### config.mk
export PLATFORM = sky130hd
export DESIGN_NAME = rs_fma_split
export DESIGN_NICKNAME = d
export VERILOG_FILES = /design/src/rtl/rs_fma_pkg.sv /design/src/rtl/rs_fma_age_sel.sv /design/src/rtl/rs_fma_slot.sv /design/src/rtl/rs_fma_split.sv
export SDC_FILE = /design/constraint.sdc
export NUM_CORES = 1
export LEC_CHECK = 0
export CAP_MARGIN = 30
export CELL_PAD_IN_SITES_DETAIL_PLACEMENT = 0
export CELL_PAD_IN_SITES_GLOBAL_PLACEMENT = 2
export CORE_MARGIN = 3
export CORE_UTILIZATION = 44
export CTS_BUF_LIST = sky130_fd_sc_hd__clkbuf_2
export DETAILED_ROUTE_END_ITERATION = 6
export DONT_BUFFER_PORTS = 1
export PLACE_DENSITY_LB_ADDON = 0.05
export RECOVER_POWER = 100
export SLEW_MARGIN = 20
export SYNTH_ARGS = -nofsm -noshare
export SYNTH_HDL_FRONTEND = slang
export SYNTH_HIERARCHICAL = 1
export SYNTH_SLANG_ARGS = --single-unit
### constraint.sdc
create_clock -name clk -period 3.4 [get_ports clk]
set_clock_uncertainty 0.15 [all_clocks]
set_input_delay 0.51 -clock clk [delete_from_list [all_inputs] [get_ports clk]]
set_output_delay 0.51 -clock clk [all_outputs]
set_load 0.05 [all_outputs]
### src/rtl/rs_fma_pkg.sv
package rs_fma_pkg;
  // operand slots of an entry; slot A later holds the intermediate product
  localparam int NSRC   = 3;
  localparam int SLOT_A = 0;
  localparam int SLOT_B = 1;
  localparam int SLOT_C = 2;
  // issue ports served by the age selector
  localparam int PORT_MUL = 0;
  localparam int PORT_ADD = 1;
  localparam int NPORTS   = 2;
endpackage

### src/rtl/rs_fma_age_sel.sv
module rs_fma_age_sel #(
  parameter int N      = 4,
  parameter int PORTS  = 2,
  parameter int IDX_W  = (N > 1) ? $clog2(N) : 1
) (
  input  logic               clk,
  input  logic               rst_n,
  input  logic               alloc_fire,
  input  logic [IDX_W-1:0]   alloc_idx,
  input  logic [PORTS*N-1:0] req,
  output logic [PORTS*N-1:0] gnt
);
  // elder_q[i][j] : entry i was allocated before entry j
  logic [N-1:0] elder_q   [N];
  logic [N-1:0] beaten_by [N];

  always_ff @(posedge clk) begin
    if (!rst_n) begin
      for (int i = 0; i < N; i++) elder_q[i] <= '0;
    end else if (alloc_fire) begin
      for (int i = 0; i < N; i++) begin
        for (int j = 0; j < N; j++) begin
          if (IDX_W'(i) == alloc_idx)      elder_q[i][j] <= 1'b0;
          else if (IDX_W'(j) == alloc_idx) elder_q[i][j] <= 1'b1;
        end
      end
    end
  end

  for (genvar i = 0; i < N; i++) begin : g_col
    for (genvar j = 0; j < N; j++) begin : g_bit
      assign beaten_by[i][j] = elder_q[j][i];
    end
  end

  for (genvar p = 0; p < PORTS; p++) begin : g_port
    for (genvar i = 0; i < N; i++) begin : g_ent
      assign gnt[p*N+i] = req[p*N+i] & ~|(req[p*N +: N] & beaten_by[i]);
    end
  end
endmodule

### src/rtl/rs_fma_slot.sv
module rs_fma_slot
  import rs_fma_pkg::*;
#(
  parameter int DATA_W = 16,
  parameter int TAG_W  = 5
) (
  input  logic                   clk,
  input  logic                   rst_n,
  input  logic                   flush,
  input  logic                   alloc_en,
  input  logic [NSRC*TAG_W-1:0]  alloc_tags,
  input  logic [NSRC-1:0]        alloc_rdy,
  input  logic [NSRC*DATA_W-1:0] alloc_data,
  input  logic                   wb_valid,
  input  logic [TAG_W-1:0]       wb_tag,
  input  logic [DATA_W-1:0]      wb_data,
  input  logic                   mul_fire,
  input  logic                   res_en,
  input  logic [DATA_W-1:0]      res_data,
  input  logic                   add_sel,
  input  logic                   add_fire,
  output logic                   valid_o,
  output logic                   mid_o,
  output logic                   c_rdy_o,
  output logic                   mul_req_o,
  output logic                   add_req_o,
  output logic [DATA_W-1:0]      op_a_o,
  output logic [DATA_W-1:0]      op_b_o,
  output logic [DATA_W-1:0]      op_c_o
);
  logic                valid_q;
  logic                mid_q;     // multiply issued: product counted as ready
  logic                in_add_q;  // held in the add staging register
  logic [NSRC-1:0]     rdy_q;
  logic [TAG_W-1:0]    tag_q  [NSRC];
  logic [DATA_W-1:0]   data_q [NSRC];

  function automatic logic tag_hit(input logic v, input logic [TAG_W-1:0] bus_tag,
                                   input logic [TAG_W-1:0] own_tag);
    return v && (bus_tag == own_tag);
  endfunction

  always_ff @(posedge clk) begin
    if (!rst_n) begin
      valid_q  <= 1'b0;
      mid_q    <= 1'b0;
      in_add_q <= 1'b0;
      rdy_q    <= '0;
      for (int s = 0; s < NSRC; s++) begin
        tag_q[s]  <= '0;
        data_q[s] <= '0;
      end
    end else if (flush) begin
      valid_q  <= 1'b0;
      mid_q    <= 1'b0;
      in_add_q <= 1'b0;
    end else if (alloc_en) begin
      valid_q  <= 1'b1;
      mid_q    <= 1'b0;
      in_add_q <= 1'b0;
      for (int s = 0; s < NSRC; s++) begin
        tag_q[s] <= alloc_tags[s*TAG_W +: TAG_W];
        if (alloc_rdy[s]) begin
          rdy_q[s]  <= 1'b1;
          data_q[s] <= alloc_data[s*DATA_W +: DATA_W];
        end else if (tag_hit(wb_valid, wb_tag, alloc_tags[s*TAG_W +: TAG_W])) begin
          rdy_q[s]  <= 1'b1;
          data_q[s] <= wb_data;
        end else begin
          rdy_q[s]  <= 1'b0;
        end
      end
    end else if (valid_q) begin
      for (int s = 0; s < NSRC; s++) begin
        if (!rdy_q[s] && tag_hit(wb_valid, wb_tag, tag_q[s])) begin
          rdy_q[s]  <= 1'b1;
          data_q[s] <= wb_data;
        end
      end
      if (mul_fire) mid_q <= 1'b1;
      if (res_en && mid_q) data_q[SLOT_A] <= res_data;
      if (add_sel) in_add_q <= 1'b1;
      if (add_fire) begin
        valid_q  <= 1'b0;
        mid_q    <= 1'b0;
        in_add_q <= 1'b0;
      end
    end
  end

  assign valid_o   = valid_q;
  assign mid_o     = mid_q;
  assign c_rdy_o   = rdy_q[SLOT_C];
  assign mul_req_o = valid_q && rdy_q[SLOT_A] && rdy_q[SLOT_B] && !mid_q;
  assign add_req_o = valid_q && mid_q && rdy_q[SLOT_C] && !in_add_q;
  assign op_a_o    = data_q[SLOT_A];
  assign op_b_o    = data_q[SLOT_B];
  assign op_c_o    = data_q[SLOT_C];
endmodule

### src/rtl/rs_fma_split.sv
module rs_fma_split
  import rs_fma_pkg::*;
#(
  parameter int N      = 4,
  parameter int DATA_W = 16,
  parameter int TAG_W  = 5,
  parameter int IDX_W  = (N > 1) ? $clog2(N) : 1
) (
  input  logic                   clk,
  input  logic                   rst_n,
  input  logic                   flush,
  input  logic                   alloc_valid,
  output logic                   alloc_ready,
  input  logic [3*TAG_W-1:0]     alloc_tags,
  input  logic [2:0]             alloc_rdy,
  input  logic [3*DATA_W-1:0]    alloc_data,
  input  logic                   wb_valid,
  input  logic [TAG_W-1:0]       wb_tag,
  input  logic [DATA_W-1:0]      wb_data,
  output logic                   mul_issue_valid,
  input  logic                   mul_issue_ready,
  output logic [IDX_W-1:0]       mul_issue_idx,
  output logic [DATA_W-1:0]      mul_op_a,
  output logic [DATA_W-1:0]      mul_op_b,
  input  logic                   mul_res_valid,
  input  logic [IDX_W-1:0]       mul_res_idx,
  input  logic [DATA_W-1:0]      mul_res_data,
  output logic                   add_issue_valid,
  input  logic                   add_issue_ready,
  output logic [IDX_W-1:0]       add_issue_idx,
  output logic [DATA_W-1:0]      add_op_x,
  output logic [DATA_W-1:0]      add_op_c,
  output logic                   add_bypass
);
  // named internal events, also observed by the checker
  logic [N-1:0]        valid_vec, mid_vec, crdy_vec;
  logic [N-1:0]        mul_req_vec, add_req_vec;
  logic [N-1:0]        mul_gnt, add_gnt;
  logic [N-1:0]        alloc_onehot, add_sel_vec;
  logic [IDX_W-1:0]    alloc_idx, add_pick_idx;
  logic                alloc_fire, mul_fire, add_fire, add_take, res_hit;
  logic                stage_v_q;
  logic [IDX_W-1:0]    stage_idx_q;
  logic [DATA_W-1:0]   slot_a [N];
  logic [DATA_W-1:0]   slot_b [N];
  logic [DATA_W-1:0]   slot_c [N];

  function automatic logic [IDX_W-1:0] lowest_set(input logic [N-1:0] v);
    logic [IDX_W-1:0] r;
    r = '0;
    for (int i = N - 1; i >= 0; i--) if (v[i]) r = IDX_W'(i);
    return r;
  endfunction

  function automatic logic [IDX_W-1:0] onehot_idx(input logic [N-1:0] v);
    logic [IDX_W-1:0] r;
    r = '0;
    for (int i = 0; i < N; i++) if (v[i]) r = r | IDX_W'(i);
    return r;
  endfunction

  // allocation: lowest free index
  assign alloc_ready = ~&valid_vec;
  assign alloc_idx   = lowest_set(~valid_vec);
  assign alloc_fire  = alloc_valid && alloc_ready && !flush;

  for (genvar i = 0; i < N; i++) begin : g_oh
    assign alloc_onehot[i] = alloc_fire && (alloc_idx == IDX_W'(i));
  end

  // oldest-first selection for both issue ports
  rs_fma_age_sel #(.N(N), .PORTS(NPORTS), .IDX_W(IDX_W)) u_age (
    .clk        (clk),
    .rst_n      (rst_n),
    .alloc_fire (alloc_fire),
    .alloc_idx  (alloc_idx),
    .req        ({add_req_vec, mul_req_vec}),
    .gnt        ({add_gnt, mul_gnt})
  );

  // multiply issue straight from the entries
  assign mul_issue_valid = (|mul_req_vec) && !flush;
  assign mul_issue_idx   = onehot_idx(mul_gnt);
  assign mul_op_a        = slot_a[mul_issue_idx];
  assign mul_op_b        = slot_b[mul_issue_idx];
  assign mul_fire        = mul_issue_valid && mul_issue_ready;

  // add staging register: select one cycle, issue the next
  assign add_issue_valid = stage_v_q && !flush;
  assign add_issue_idx   = stage_idx_q;
  assign add_fire        = add_issue_valid && add_issue_ready;
  assign add_take        = (!stage_v_q || add_fire) && (|add_req_vec) && !flush;
  assign add_pick_idx    = onehot_idx(add_gnt);
  assign add_sel_vec     = add_take ? add_gnt : '0;

  always_ff @(posedge clk) begin
    if (!rst_n || flush) begin
      stage_v_q   <= 1'b0;
      stage_idx_q <= '0;
    end else if (add_take) begin
      stage_v_q   <= 1'b1;
      stage_idx_q <= add_pick_idx;
    end else if (add_fire) begin
      stage_v_q   <= 1'b0;
    end
  end

  // product operand: catch it on the return port, else read storage
  assign res_hit    = mul_res_valid && (mul_res_idx == stage_idx_q);
  assign add_op_x   = res_hit ? mul_res_data : slot_a[stage_idx_q];
  assign add_op_c   = slot_c[stage_idx_q];
  assign add_bypass = add_issue_valid && res_hit;

  for (genvar i = 0; i < N; i++) begin : g_ent
    rs_fma_slot #(.DATA_W(DATA_W), .TAG_W(TAG_W)) u_slot (
      .clk        (clk),
      .rst_n      (rst_n),
      .flush      (flush),
      .alloc_en   (alloc_onehot[i]),
      .alloc_tags (alloc_tags),
      .alloc_rdy  (alloc_rdy),
      .alloc_data (alloc_data),
      .wb_valid   (wb_valid),
      .wb_tag     (wb_tag),
      .wb_data    (wb_data),
      .mul_fire   (mul_fire && mul_gnt[i]),
      .res_en     (mul_res_valid && (mul_res_idx == IDX_W'(i))),
      .res_data   (mul_res_data),
      .add_sel    (add_sel_vec[i]),
      .add_fire   (add_fire && (stage_idx_q == IDX_W'(i))),
      .valid_o    (valid_vec[i]),
      .mid_o      (mid_vec[i]),
      .c_rdy_o    (crdy_vec[i]),
      .mul_req_o  (mul_req_vec[i]),
      .add_req_o  (add_req_vec[i]),
      .op_a_o     (slot_a[i]),
      .op_b_o     (slot_b[i]),
      .op_c_o     (slot_c[i])
    );
  end
endmodule

==> results by group, run 1 <==
Logic synthesis
  • Net Count, Synth: 1882
  • Sequential element share of the synthesized area: between 40 and 50%
  • FF+latch count, synth: between 200 and 300
  • Asr flop ratio synth: 0%
  • Yosys top cell by area: edfxtp_1
  • Count leader, synth: edfxtp_1
  • Unique masters post-synth: 70
  • Cells after Synth: between 1.5k and 2k
  • Area contributors post-synth: edfxtp_1 42%, and2_1 4.6%, mux4_2 3.8%
  • Synthesized area: approximately 0.019 sq mm
  • Yosys top cell area share: between 40 and 50%
  • Top_reg_cell synth: edfxtp_1
  • Top cells by count, synth: 264 x edfxtp_1, 185 x nand2_1, 138 x and2_1
  • Synthesized area per cell: between 10 and 15 sq um
  • Post-synth EDFFs: 264
  • Warning count from the yosys run: 6

Finish
  • Layout cells sized above 1: a little over a quarter
  • Final Util: a little under three fifths
  • Fillcell total: 3795
  • Reg area: ~0.0085 sq mm
  • Area grow syn2layout: 23.62%
  • Fin area: between 0.02 and 0.025 sq mm
  • Multi-input logic area: between 0.01 and 0.015 sq mm
  • Fin nets: 2122

Drt
  • Iteration-0 DRC Markers: 1417
  • ANT nets after route: 0
  • DR DRC count: 0
  • Vias per cell: around 6.2
  • Routed WL per cell: 27.06 um
  • Final WL: between 70000 and 80000 um
  • Via Count: about 16k
  • DR pass1 iterations: 5

Global route
  • Total track usage: 30.77%
  • Global-route wire length before repair: around 100000 um
  • Vias in the first global route: roughly 16k
  • Total grt overflow: 0
  • Initial antenna violation count: 10
  • Pin count of the biggest net entering global routing: 47

STA
  • Final period util: 107.8%
  • Worst-Margin Slew: between 1 and 1.5 ns
  • Hold Fails Final Rpt: 0
  • Final setup vio count: 33
  • Final Worst Setup Slack: -0.2658 ns
  • Tmin final: roughly 3.7 ns
  • Slew Limit Fails: 0
  • RSZ-0062 raised after global routing: true
  • Post-Route Setup TNS: -6.782 ns
  • Fin Hold WS: 0.1031 ns
  • Rel. slew slack: 31.41%
  • Highest Clock Rate: between 0.2 and 0.3 GHz

Critical path
  • Critical path's largest stage delay: ~0.4 ns
  • Arrival time worst endpoint: 3.01 ns
  • RR Endpoint: g_ent[2].u_slot/data_q[0][14]
  • Crit path top cell by count: buf_12
  • CP Class: flip-flop to primary output
  • CP Capture Point: mul_op_b[9]
  • CP max stage cell: a31oi_4
  • Worst R2R Start: g_ent[0].u_slot/valid_o
  • Cell chain of the critical path: nand2_2 -> nor3_4 -> buf_6 -> and3_4 -> nor2_4 -> buf_12 -> clkinv_8 -> buf_12 -> buf_12 -> nand2_4 -> a31oi_4
  • Worst R2R Setup Slack: -0.06 ns
  • Critical Path RT: around 2.7 ns
  • Critical path startpoint category: flip-flop
  • Endpoint class of the critical path: primary output
  • Crit-path max FO: 7
  • Crit path from: g_ent[3].u_slot/rdy_q[0]
  • Worst-case reg-to-reg path depth: 11

Floorplan
  • Die X: about 210 um
  • Initial Util: between 40% and 50%
  • FP Rows: 75
  • Die area: roughly 0.045 sq mm
  • Ports: roughly 190
  • Chip Height: 212.9 um
  • Core ar.: approximately 0.042 sq mm

Placed design
  • Number of port buffers: 0
  • Placement Cell Area: roughly 0.02 sq mm
  • GP Congestion: between 0.8 and 0.9
  • Hpwl dp: 42610 um

Clock network
  • CTS tree: built
  • CTS Sinks: 291
  • Htree depth: 3
  • Root buf cell: clkbuf_2
  • Clock-pin slew on the worst setup and hold paths: ~0.090 ns
  • Clock Path Buffers: 3
  • Insertion delay to the later sink of the worst-skew pair: 0.99 ns
  • TritonCTS Buffers: a little over 80

Worst hold path
  • Worst min-delay path startpoint: wb_tag[1]
  • Worst Hold Class: primary input to flip-flop

Pwr
  • Clock network power share: roughly 33%
  • Static leakage: roughly 8.6 nW
  • Tot Pwr: roughly 7.7 mW
  • Cell Int Power: between 5 and 6 mW
  • Net Switching: 2.289 mW
  • Switch share: ~30%
  • Worst VDD drop: around 0.00020 V
  • Pwr/cell area: approximately 330 mW/mm^2
  • Comb power frac: between 10% and 20%
  • Seq pwr share: between 50% and 60%

Outcome
  • Run status: finished with violations
  • Failing checks: negative setup slack

Job
  • Max-cap violations: 0
-- power by group through the flow --
stage / clock network (mW) / registers, mW / logic [mW]
after floorplan: 0 / 4.13 / 0.613
after global placement: 0 / 4.15 / 0.719
after detailed placement: 0 / 4.15 / 0.729
after CTS: 2.63 / 4.07 / 1.01
after global routing: 2.82 / 4.09 / 1.10
final: 2.54 / 4.08 / 1.03
-- registers in the layout, indices dropped and copies added (netlist names) --
name	count
g_ent.u_slot/in_add_q	4
stage_v_q	1
g_ent.u_slot/tag_q	60
g_ent.u_slot/data_q	192
g_ent.u_slot/valid_o	4
u_age/elder_q	12
g_ent.u_slot/rdy_q	12
add_issue_idx	2
g_ent.u_slot/mid_o	4
-- metal layers --
metal  part of all wire (%)  routed length [um]  GRT usage [%]  vias up
met1                     43               30560          42.95     8007
met2                     46               32480          48.61      800
met3                    8.5                5996          5.818      124
li1                       -                   -              -     7205
met4                    2.4                1733          9.888        0
met5                      0                   0              0        -
-- kinds of logic (layout without fill, tap and decap cells) --
logic type	count (synthesis)	count (layout)	synth area share, %
simple gates	612	616	18.44
buf+inv	219	517	6.216
flops	291	291	44.95
compound gates	476	476	19.14
mux	48	48	4.961
xor+xnor	123	123	6.296
other cells	0	5	0
-- area by class of cell --
| type | count | area share (%) |
|---|---|---|
| multi-input cells | 1263 | 43.05 |
| clock buffers | 123 | 2.643 |
| diodes | 5 | 0.05373 |
| clock inverters | 22 | 0.3600 |
| flip-flops and latches | 291 | 36.46 |
| well taps | 539 | 2.896 |
| inverters | 80 | 1.354 |
| repair buffers | 292 | 13.18 |
-- worst max-delay path, delay by kind of cell (launching register included) --
family | cells | cell delay [ns]
AOI/OAI and AO/OA | 1 | 0.40
buffers and inverters | 5 | 0.65
DFF | 1 | 0.36
and+or+nand+nor | 5 | 0.62
-- per-stage QoR --
stage | setup WS (ns) | instances
floorplan | -0.1613 | 1769
global placement | 0.3897 | 2278
detailed placement | 0.4113 | 2279
CTS | -0.3212 | 2601
global route | -0.3947 | 2612
finish | -0.2658 | 2615
-- layout by cell type (no fill, tap or decap), types with 9 or more instances in the layout --
cell type,n
a31oi_1,12
nand4_1,20
nand3_1,62
nor2_1,37
or4_1,11
a22oi_1,32
edfxtp_1,264
a31oi_4,19
mux4_2,32
buf_12,29
clkbuf_2,123
xnor2_1,70
and3_1,17
nand3_2,10
nor2b_1,31
a221o_1,64
a211oi_2,23
clkinv_1,18
a21oi_1,22
xor2_1,40
xnor2_2,12
a22oi_2,40
inv_1,73
nand2_1,160
a211oi_4,9
o21ai_1,24
dfxtp_2,15
dlygate4sd3_1,150
nor3b_1,12
o211ai_1,64
and2_1,137
o21ai_0,118
buf_6,14
buf_4,87
dfxtp_1,11
mux2_4,14
nand2_2,25
-- worst min path at each step --
| stage | endpoint | slack, ns | cells after the start |
|---|---|---|---|
| 5_1_grt | g_ent[3].u_slot/data_q[0][10] | 0.01 | 2 |
| 4_1_cts | g_ent[2].u_slot/tag_q[0][7] | 0.003 | 3 |
| 3_3_place_gp | g_ent[2].u_slot/in_add_q | 0.30 | 2 |
| 6_report | g_ent[0].u_slot/rdy_q[0] | 0.10 | 4 |
| 3_5_place_dp | g_ent[0].u_slot/in_add_q | 0.30 | 2 |
| 2_1_floorplan | g_ent[0].u_slot/in_add_q | 0.28 | 2 |
-- repair_timing --
item,4_1_cts,5_1_grt
setup endpoints to repair,67,79
pin swaps,24,25
gates cloned,6,2
gates resized for setup,125,56
hold buffers,152,0
setup buffers,19,10
hold endpoints to repair,512,0
Power figures use the tool's default switching activity.
==> inputs of run 2 (changes only) <==
==> constraint.sdc (replaced) <==
create_clock -name clk -period 3.8 [get_ports clk]
set_clock_uncertainty 0.15 [all_clocks]
set_input_delay 0.57 -clock clk [delete_from_list [all_inputs] [get_ports clk]]
set_output_delay 0.57 -clock clk [all_outputs]
set_load 0.05 [all_outputs]
==> results by group, run 2 (synthesis results as in run 1) <==
Outcome
  • Run status: finished with violations
  • Failing checks: negative setup slack

Critical path
  • Family with the most delay on the worst path: simple AND/OR/NAND/NOR gates
  • Crit path from: g_ent[1].u_slot/valid_o
  • CP Class: flip-flop to primary output
  • Worst-case reg-to-reg path depth: 10
  • Worst R2R Start: g_ent[0].u_slot/valid_o
  • Arrival time worst endpoint: just over 3 ns
  • Worst R2R Setup Slack: around 0.37 ns
  • Cell chain of the critical path: inv_2 -> nor3_4 -> a22oi_2 -> and3_4 -> or2_4 -> buf_4 -> a211oi_2 -> a31oi_1 -> buf_4
  • Crit-path max FO: 8
  • Endpoint class of the critical path: primary output
  • WP depth: 9
  • Crit path top cell by count: buf_4
  • Critical path startpoint category: flip-flop
  • WP buf/inv: 3
  • Critical Path RT: about 3.1 ns
  • Critical path's largest stage delay: ~0.37 ns
  • RR Endpoint: g_ent[3].u_slot/data_q[0][6]
  • CP max stage cell: or2_4
  • CP Capture Point: mul_op_b[7]

Finish
  • Biggest registers after layout: g_ent.u_slot/data_q: 192 flops, g_ent.u_slot/tag_q: 60 flops
  • Post-Layout Cell Count: between 2k and 3k
  • Fin nets: 2123
  • Most common cell after layout, fill and taps aside: edfxtp_1
  • Area grow syn2layout: 21.47%
  • Final Util: 54.31%
  • Largest register FFs: 192
  • Largest register by flop count: g_ent.u_slot/data_q
  • Most frequent cells in the layout: 264 x edfxtp_1, 178 x nand2_1, 156 x dlygate4sd3_1
  • Layout cells sized above 1: about a quarter

STA
  • Highest Clock Rate: ~0.26 GHz
  • Hold Fails Final Rpt: 0
  • Final setup vio count: 2
  • Tmin final: 3.818 ns
  • Final Worst Setup Slack: -0.01784 ns
  • RSZ-0062 raised after global routing: true
  • Rel. slew slack: between 30% and 40%
  • Final period util: 100.5%
  • Worst-Margin Slew: a little over 1 ns
  • Slew Limit Fails: 0

Global route
  • Initial antenna violation count: 15
  • Pin count of the biggest net entering global routing: 44
  • Total grt overflow: 0
  • Global-route wire length before repair: roughly 100000 um
  • Vias in the first global route: between 15k and 20k
  • Total track usage: around 31%

Clock network
  • Root buf cell: clkbuf_2
  • Insertion delay to the later sink of the worst-skew pair: around 0.97 ns
  • Clock Path Buffers: 3
  • CTS Sinks: a little under 300
  • TritonCTS Buffers: 82
  • CTS tree: built
  • Clock-pin slew on the worst setup and hold paths: approximately 0.12 ns
  • Htree depth: 3

Pwr
  • Static leakage: 8.497 nW
  • Pwr/cell area: approximately 310 mW/mm^2
  • Worst VDD drop: ~0.00017 V

Drt
  • Final WL: slightly above 70000 um
  • DR DRC count: 0
  • ANT nets after route: 0
  • Vias per cell: approximately 6.2
  • Iteration-0 DRC Markers: between 1k and 1.5k
  • Via Count: between 15k and 20k
  • DR pass1 iterations: 6
  • Routed WL per cell: approximately 27 um

Floorplan
  • Core ar.: 0.04213 sq mm
  • Ports: 185
  • Initial Util: between 40 and 50%
  • FP Rows: between 70 and 80
  • Die X: around 210 um
  • Die area: 0.04533 sq mm
  • Chip Height: 212.9 um

Placed design
  • Dpl cells: 2275
  • GP Congestion: roughly 0.9
  • Hpwl dp: roughly 43000 um
  • Number of port buffers: 0

Job
  • Max-cap violations: 0

Worst hold path
  • Worst Hold Class: primary input to flip-flop
run 2: worst min-delay path by stage:
stage                                        start                             to  slack [ns]  cells past startpoint
final                                        rst_n  g_ent[2].u_slot/data_q[0][16]        0.06                      3
after CTS                                 wb_valid  g_ent[3].u_slot/data_q[0][47]       0.003                      4
after floorplan           g_ent[0].u_slot/in_add_q       g_ent[0].u_slot/in_add_q        0.28                      2
after detailed placement  g_ent[2].u_slot/in_add_q       g_ent[2].u_slot/in_add_q        0.30                      2
after global routing                         rst_n  g_ent[2].u_slot/data_q[0][16]        0.01                      3
after global placement    g_ent[1].u_slot/in_add_q       g_ent[1].u_slot/in_add_q        0.30                      2
run 2: final cells by class:
type | count | area [sq um]
flip-flops and latches | 291 | 8491
diodes | 14 | 35.03
clock inverters | 34 | 212.7
clock buffers | 113 | 565.5
fillers | 3816 | 19250
repair buffers | 295 | 2948
multi-input cells | 1260 | 9639
well taps | 539 | 674.4
inverters | 80 | 317.8
run 2: repair_timing:
action,CTS,global route
endpoints found under the setup margin,50,50
cloned,5,6
pin swaps,14,25
hold endpoints to repair,469,0
resized for setup,80,62
setup buffers,13,8
hold buffers,158,0
run 2: worst register-to-register path, stage by stage, from the launching register on:
cell	delay, ns
dfxtp_2	0.36
buf_4	0.19
nand2_1	0.12
nor4b_1	0.37
buf_4	0.22
nand3b_1	0.22
or4_1	0.54
o21ai_2	0.09
buf_4	0.29
a221o_1	0.21
dlygate4sd3_1	0.54
run 2: metal layers:
metal,share of wire (%),up-vias,wire (um),global-route usage [%]
li1,-,7235,-,-
met3,9.6,161,6910,8.375
met1,42,7982,30170,42.17
met5,0.083,-,60,0
met2,46,846,32920,47.72
met4,2.9,8,2101,11.79
run 2: stage by stage:
step / power (mW) / setup TNS, ns / worst slack [ns] / area (sq um) / hold WS [ns]
after CTS: 7.058 / -1.098 / -0.07004 / 22410 / 0.002660
after global routing: 7.297 / -1.953 / -0.1269 / 22870 / 0.01338
final: 7.009 / -0.01785 / -0.01784 / 22880 / 0.05792
after floorplan: 4.233 / -0.5543 / -0.06159 / 18840 / 0.2800
after global placement: 4.331 / 0 / 0.3123 / 19500 / 0.2954
after detailed placement: 4.340 / 0 / 0.3472 / 19500 / 0.2988
run 2: power by group:
group | internal [mW] | leakage, nW | switching (mW) | total, mW
sequential | 3.59 | 2.95 | 0.0568 | 3.65
combinational | 0.331 | 4.96 | 0.557 | 0.888
clock | 1.01 | 0.578 | 1.46 | 2.47
total | 4.94 | 8.50 | 2.07 | 7.01
